File: src/rtl/pport_pkg.sv
// Package: shared constants for the peripheral port register file.
// Assumes the slot layout is fixed by software expectations: data slots
// start at 1, mask slots start at 4, three ports in order.
package pport_pkg;
    localparam int NPORTS    = 3;
    localparam int DW        = 8;
    localparam int IDX_W     = 4;
    localparam int DATA_BASE = 1;
    localparam int CTRL_BASE = 4;

    typedef logic [IDX_W-1:0] slot_t;
endpackage

File: src/rtl/pport_strobe.sv
// Module: forms the qualified write and read enables from bus controls.
// Assumes all inputs are synchronous to the register clock.
module pport_strobe (
    input  logic cs,
    input  logic lo_stb,
    input  logic wr,
    input  logic rd,
    output logic wr_lo,
    output logic rd_en
);
    // Lower-lane write: select, write qualifier and lower strobe together.
    always_comb begin
        wr_lo = cs & wr & lo_stb;
        rd_en = cs & rd;
    end
endmodule

File: src/rtl/pport_port.sv
// Module: one port's output latch and direction mask, plus its read view.
// Assumes write enables are already decoded to this port and are one-hot.
module pport_port #(
    parameter int W = 8
) (
    input  logic         clk,
    input  logic         rst_n,
    input  logic         we_data,
    input  logic         we_ctrl,
    input  logic [W-1:0] wdata,
    input  logic [W-1:0] pin_in,
    output logic [W-1:0] data_q,
    output logic [W-1:0] ctrl_q,
    output logic [W-1:0] rd_mix
);
    // Latch update, cleared by synchronous reset.
    always_ff @(posedge clk) begin
        if (!rst_n) begin
            data_q <= '0;
            ctrl_q <= '0;
        end else begin
            if (we_data) data_q <= wdata;
            if (we_ctrl) ctrl_q <= wdata;
        end
    end

    // Per-pin read view: latch for outputs, pin level for inputs.
    always_comb begin
        rd_mix = (data_q & ctrl_q) | (pin_in & ~ctrl_q);
    end
endmodule

File: src/rtl/pport_rdmux.sv
// Module: read-data selector across the slot map.
// Assumes slot numbers outside the data and mask ranges are unassigned.
module pport_rdmux
    import pport_pkg::*;
#(
    parameter int NP = NPORTS,
    parameter int W  = DW
) (
    input  logic                 rd_en,
    input  slot_t                slot,
    input  logic [NP-1:0][W-1:0] mix_v,
    input  logic [NP-1:0][W-1:0] ctrl_v,
    output logic [W-1:0]         rdata
);
    // Choose the slot value; zero when idle or unassigned.
    always_comb begin
        rdata = '0;
        if (rd_en) begin
            for (int p = 0; p < NP; p++) begin
                if (slot == slot_t'(DATA_BASE + p)) rdata = mix_v[p];
                if (slot == slot_t'(CTRL_BASE + p)) rdata = ctrl_v[p];
            end
        end
    end
endmodule

File: src/rtl/pport_regfile.sv
// Module: top of the peripheral port register file.
// Assumes a bus with the low byte lane only; address bits above 4 mirror.
module pport_regfile
    import pport_pkg::*;
#(
    parameter int NP = NPORTS,
    parameter int W  = DW
) (
    input  logic          clk,
    input  logic          rst_n,
    input  logic          cs,
    input  logic          lo_stb,
    input  logic          wr,
    input  logic          rd,
    input  logic [7:1]    bus_addr,
    input  logic [W-1:0]  bus_dlo,
    output logic [W-1:0]  rdata,
    input  logic [NP*W-1:0] pin_in,
    output logic [NP*W-1:0] pin_out,
    output logic [NP*W-1:0] pin_oe
);
    logic                 wr_lo;
    logic                 rd_en;
    slot_t                slot;
    logic                 addr_unused;
    logic [NP-1:0][W-1:0] mix_v;
    logic [NP-1:0][W-1:0] ctrl_v;
    logic [NP-1:0][W-1:0] data_v;

    // Slot decode; upper address bits are mirrors and only reduced away.
    always_comb begin
        slot        = bus_addr[4:1];
        addr_unused = ^bus_addr[7:5];
    end

    pport_strobe u_stb (
        .cs(cs), .lo_stb(lo_stb), .wr(wr), .rd(rd),
        .wr_lo(wr_lo), .rd_en(rd_en)
    );

    for (genvar p = 0; p < NP; p++) begin : g_port
        logic we_d, we_c;
        // Per-port write decode against its data and mask slots.
        always_comb begin
            we_d = wr_lo && (slot == slot_t'(DATA_BASE + p));
            we_c = wr_lo && (slot == slot_t'(CTRL_BASE + p));
        end

        pport_port #(.W(W)) u_port (
            .clk(clk), .rst_n(rst_n),
            .we_data(we_d), .we_ctrl(we_c),
            .wdata(bus_dlo),
            .pin_in(pin_in[p*W +: W]),
            .data_q(data_v[p]), .ctrl_q(ctrl_v[p]), .rd_mix(mix_v[p])
        );

        assign pin_out[p*W +: W] = data_v[p];
        assign pin_oe[p*W +: W]  = ctrl_v[p];
    end

    pport_rdmux #(.NP(NP), .W(W)) u_rd (
        .rd_en(rd_en), .slot(slot),
        .mix_v(mix_v), .ctrl_v(ctrl_v), .rdata(rdata)
    );
endmodule

File: config.mk
export PLATFORM = sky130hd
export DESIGN_NAME = pport_regfile
export DESIGN_NICKNAME = d
export VERILOG_FILES = /design/src/rtl/pport_pkg.sv /design/src/rtl/pport_strobe.sv /design/src/rtl/pport_port.sv /design/src/rtl/pport_rdmux.sv /design/src/rtl/pport_regfile.sv
export SDC_FILE = /design/constraint.sdc
export NUM_CORES = 1
export LEC_CHECK = 0
export BUFFER_PORTS_ARGS = -buffer_cell sky130_fd_sc_hd__buf_2
export CORE_UTILIZATION = 46
export DETAILED_ROUTE_END_ITERATION = 8
export PLACE_DENSITY = 0.76
export SKIP_LAST_GASP = 1
export SYNTH_ARGS = -nofsm -noshare
export SYNTH_HDL_FRONTEND = slang
export SYNTH_SLANG_ARGS = --single-unit
File: constraint.sdc
create_clock -name clk -period 3.75 [get_ports clk]
set_input_delay 0.75 -clock clk [delete_from_list [all_inputs] [get_ports clk]]
set_output_delay 0.75 -clock clk [all_outputs]
set_load 0.005 [all_outputs]
==> results.py <==
metrics = {
    "timing": {
        "sum_neg_setup_slack_ns": 0,
        "setup-violations-final": 0,
        "timing.clock.skew_ns": 0,
        "timing_worst_slew_pin_value_ns": 0.897,
        "timing.max_slew.rel_slack": 0.402,
        "period_share": 0.842,
        "hold_viol_final": 0,
        "achievable-frequency_mhz": 317,
        "rsz0062_at_grt": "no",
        "final_critical_path_required_period_ns": 3.16,
        "post-route-worst-setup-slack_ns": 0.592,
        "timing_max_transition_violations_final": 0,
    },
    "final_layout": {
        "post-route-util": 0.587,
        "fraction_of_final_layout_cells_sized_beyond_drive_strength_1": 0.313,
        "final_common_cell": "sky130_fd_sc_hd__buf_2",
        "num_antenna_cells": 0,
        "nets": 421,
        "most_frequent_cells_in_the_layout": "sky130_fd_sc_hd__buf_2 (97), sky130_fd_sc_hd__mux2i_1 (57), sky130_fd_sc_hd__dfxtp_1 (48)",
        "final_design_area_no_fill_sq_um": 3230,
        "nFillCells": 522,
        "syn_to_final_growth_pct": 23.4,
    },
    "clock_tree": {
        "clk-insertion-delay-late_ns": 0.29,
        "post-cts-setup-buffer-count": 0,
        "cts_max_level": 2,
        "cts_hold_buffers": 0,
        "cts_tree": "done",
        "cts.sinks": 48,
        "cts.root.buffer_cell": "sky130_fd_sc_hd__clkbuf_8",
        "cts_resized": 0,
        "clk_pin_slew_worst_paths_ns": 0.08,
        "tritoncts.num_buffers": 5,
        "clk_path_buf_depth": 2,
    },
    "routing": {
        "drtPass1Iterations": 4,
        "postRouteWirelength_microns": 7140,
        "vias": 2484,
        "drc": 0,
        "antenna_violation_net_count_after_detailed_routing": 0,
        "initialDrtViolationCount": 136,
        "average_vias_per_placed_instance": 5.53,
        "routed_wl_per_cell_microns": 15.9,
    },
    "critical_path": {
        "setup.worst_path.start": "bus_addr[1]",
        "worstSetupEndpointType": "primary output",
        "critical_path_depth": 6,
        "cp_common_cell": "sky130_fd_sc_hd__buf_2",
        "crit_path_end": "rdata[0]",
        "r2r_cells": 2,
        "crit_path_cell_chain": "buf_2, nand2b_1, o22ai_1, a221o_1, a211oi_1, buf_2",
        "critical_path.max_fanout": 15,
        "critical_path.slowest_cell": "sky130_fd_sc_hd__nand2b_1",
        "worstSetupPathType": "primary input to primary output",
        "setup.worst_path.start_class": "primary input",
        "critical_path.top_delay_family": "compound AO/OA/AOI/OAI gates",
        "r2r_start": "g_port[2].u_port.ctrl_q[4]",
        "timing.rr.end": "g_port[2].u_port.ctrl_q[4]",
        "arrival_ns": 2.41,
        "count_of_buffer_and_inverter_cells_on_the_critical_path": 2,
        "rrSetupSlack_ns": 3.05,
        "largest_stage_delay_worst_path_ns": 0.51,
        "cp.required_ns": 3.00,
    },
    "logic_synthesis": {
        "distinct_cells_synth": 34,
        "yosys_most_used_dff": "sky130_fd_sc_hd__dfxtp_1",
        "synth_sequential_area_ratio": 0.367,
        "synth.top_cell.area_share": 0.367,
        "ys_async_sr_fraction": 0,
        "syn_area_per_cell_sq_um": 9.07,
        "synth_largest_area_cell": "sky130_fd_sc_hd__dfxtp_1",
        "synthesis.yosys.warnings": 0,
        "syn_nets": 334,
        "synthTopCellsByArea": "sky130_fd_sc_hd__dfxtp_1 (37%), sky130_fd_sc_hd__mux2i_1 (22%), sky130_fd_sc_hd__nor2b_1 (6.4%), sky130_fd_sc_hd__nand2_1 (4.7%), sky130_fd_sc_hd__a211oi_1 (3.7%)",
        "synth_enable_flop_cells": 0,
        "synthesis.area_sq_um": 2620,
        "syn_inst": 289,
        "ys_seq_elements": 48,
    },
    "die": {
        "die_w_microns": 77.5,
        "core_region_area_sq_um": 5510,
        "num_rows": 27,
        "dieHeight_microns": 77.5,
        "floorplan.initialDensity": 0.476,
        "floorplan.die_area_sq_um": 6000,
        "ios": 101,
    },
    "power_and_ir_drop": {
        "power.ir.vdd_worst_mv": 0.203,
        "power_leakage_nw": 1.43,
        "power_uw": 951,
        "power.density_cell_area_nw_per_um2": 294,
    },
    "grt": {
        "groute.usage.overall": 0.241,
        "grt-ovfl-total": 0,
        "antenna_found_initial": 0,
        "grt_first_pass_wirelength_microns": 11400,
        "first_global_vias": 2321,
        "grt_start_max_net_pins": 57,
    },
    "placement": {
        "buffers_added_on_ports": 97,
        "place_area_sq_um": 3140,
        "detailedPlace.worstSlack_ns": 0.611,
        "place_hpwl_microns": 5000,
        "gp_congestion": 0.858,
    },
    "outcome": {
        "result_of_the_run": "complete, no violations",
    },
    "job": {
        "timing.max_cap.violations": 0,
    },
    "hold_path": {
        "worstHoldPathType": "flop to flop",
    },
}
==> how the worst min path moves through the flow <==
| stage | from | end | slack (ns) | cells after the start |
|---|---|---|---|---|
| CTS | g_port[1].u_port.data_q[0] | g_port[1].u_port.data_q[0] | 0.48 | 2 |
| global route | g_port[2].u_port.data_q[6] | g_port[2].u_port.data_q[6] | 0.50 | 2 |
| floorplan | g_port[0].u_port.data_q[5] | g_port[0].u_port.data_q[5] | 0.46 | 2 |
| detailed placement | g_port[1].u_port.data_q[0] | g_port[1].u_port.data_q[0] | 0.46 | 2 |
| global placement | g_port[0].u_port.data_q[0] | g_port[0].u_port.data_q[0] | 0.46 | 2 |
| finish | g_port[2].u_port.data_q[6] | g_port[2].u_port.data_q[6] | 0.47 | 2 |
==> Yosys cell counts (all sizes together), types with 2 or more instances <==
cell,instances
mux2i,57
dfxtp,48
nand2,33
nor2b,27
clkbuf,16
o21ai,14
a211oi,13
nor2,9
a21oi,8
o22ai,8
a21o,7
inv,7
nand2b,7
a221o,6
mux2,6
buf,5
nor3b,3
nand3b,2
==> area by class of cell <==
cell class	instances	area (sq um)	share of cell area
repair buffers	101	515	0.159
well taps	72	90.1	0.0279
clock buffers	8	90.1	0.0279
flip-flops and latches	48	961	0.297
inverters	7	26.3	0.00813
multi-input cells	213	1550	0.479
==> per-layer routing <==
layer | share of wire | global-route usage
met2 | 0.48 | 0.396
met4 | 0.013 | 0.0849
met5 | 0 | 0
met3 | 0.058 | 0.0341
met1 | 0.45 | 0.321
==> where the power goes <==
group	internal, mW	total, mW	switching (mW)
Combinational	0.0520	0.120	0.0679
Sequential	0.511	0.513	0.00190
Clock	0.151	0.318	0.167
==> flip-flops by register name, indices dropped and copies added, names as in the netlist <==
name                  count
g_port.u_port.ctrl_q     24
g_port.u_port.data_q     24
==> kinds of logic (layout without fill, tap and decap cells) <==
kind of cell	Yosys count	after routing	share of synthesized area
AO/OA/AOI/OAI	60	60	0.155
buffers and inverters	28	116	0.0439
flip-flops	48	48	0.367
multiplexers	63	63	0.244
AND/OR/NAND/NOR	90	90	0.191
==> worst reg2reg max path, stage by stage, from the launching register on <==
cell and delay, ns:
sky130_fd_sc_hd__dfxtp_1 0.43, sky130_fd_sc_hd__mux2i_1 0.10, sky130_fd_sc_hd__nor2b_1 0.11
==> stage by stage <==
step | hold WS [ns] | instances
final | 0.470 | 449
after global routing | 0.496 | 449
after detailed placement | 0.458 | 441
after CTS | 0.477 | 449
after floorplan | 0.459 | 289
after global placement | 0.456 | 441
Note: power is estimated with default switching activity, not from simulation.
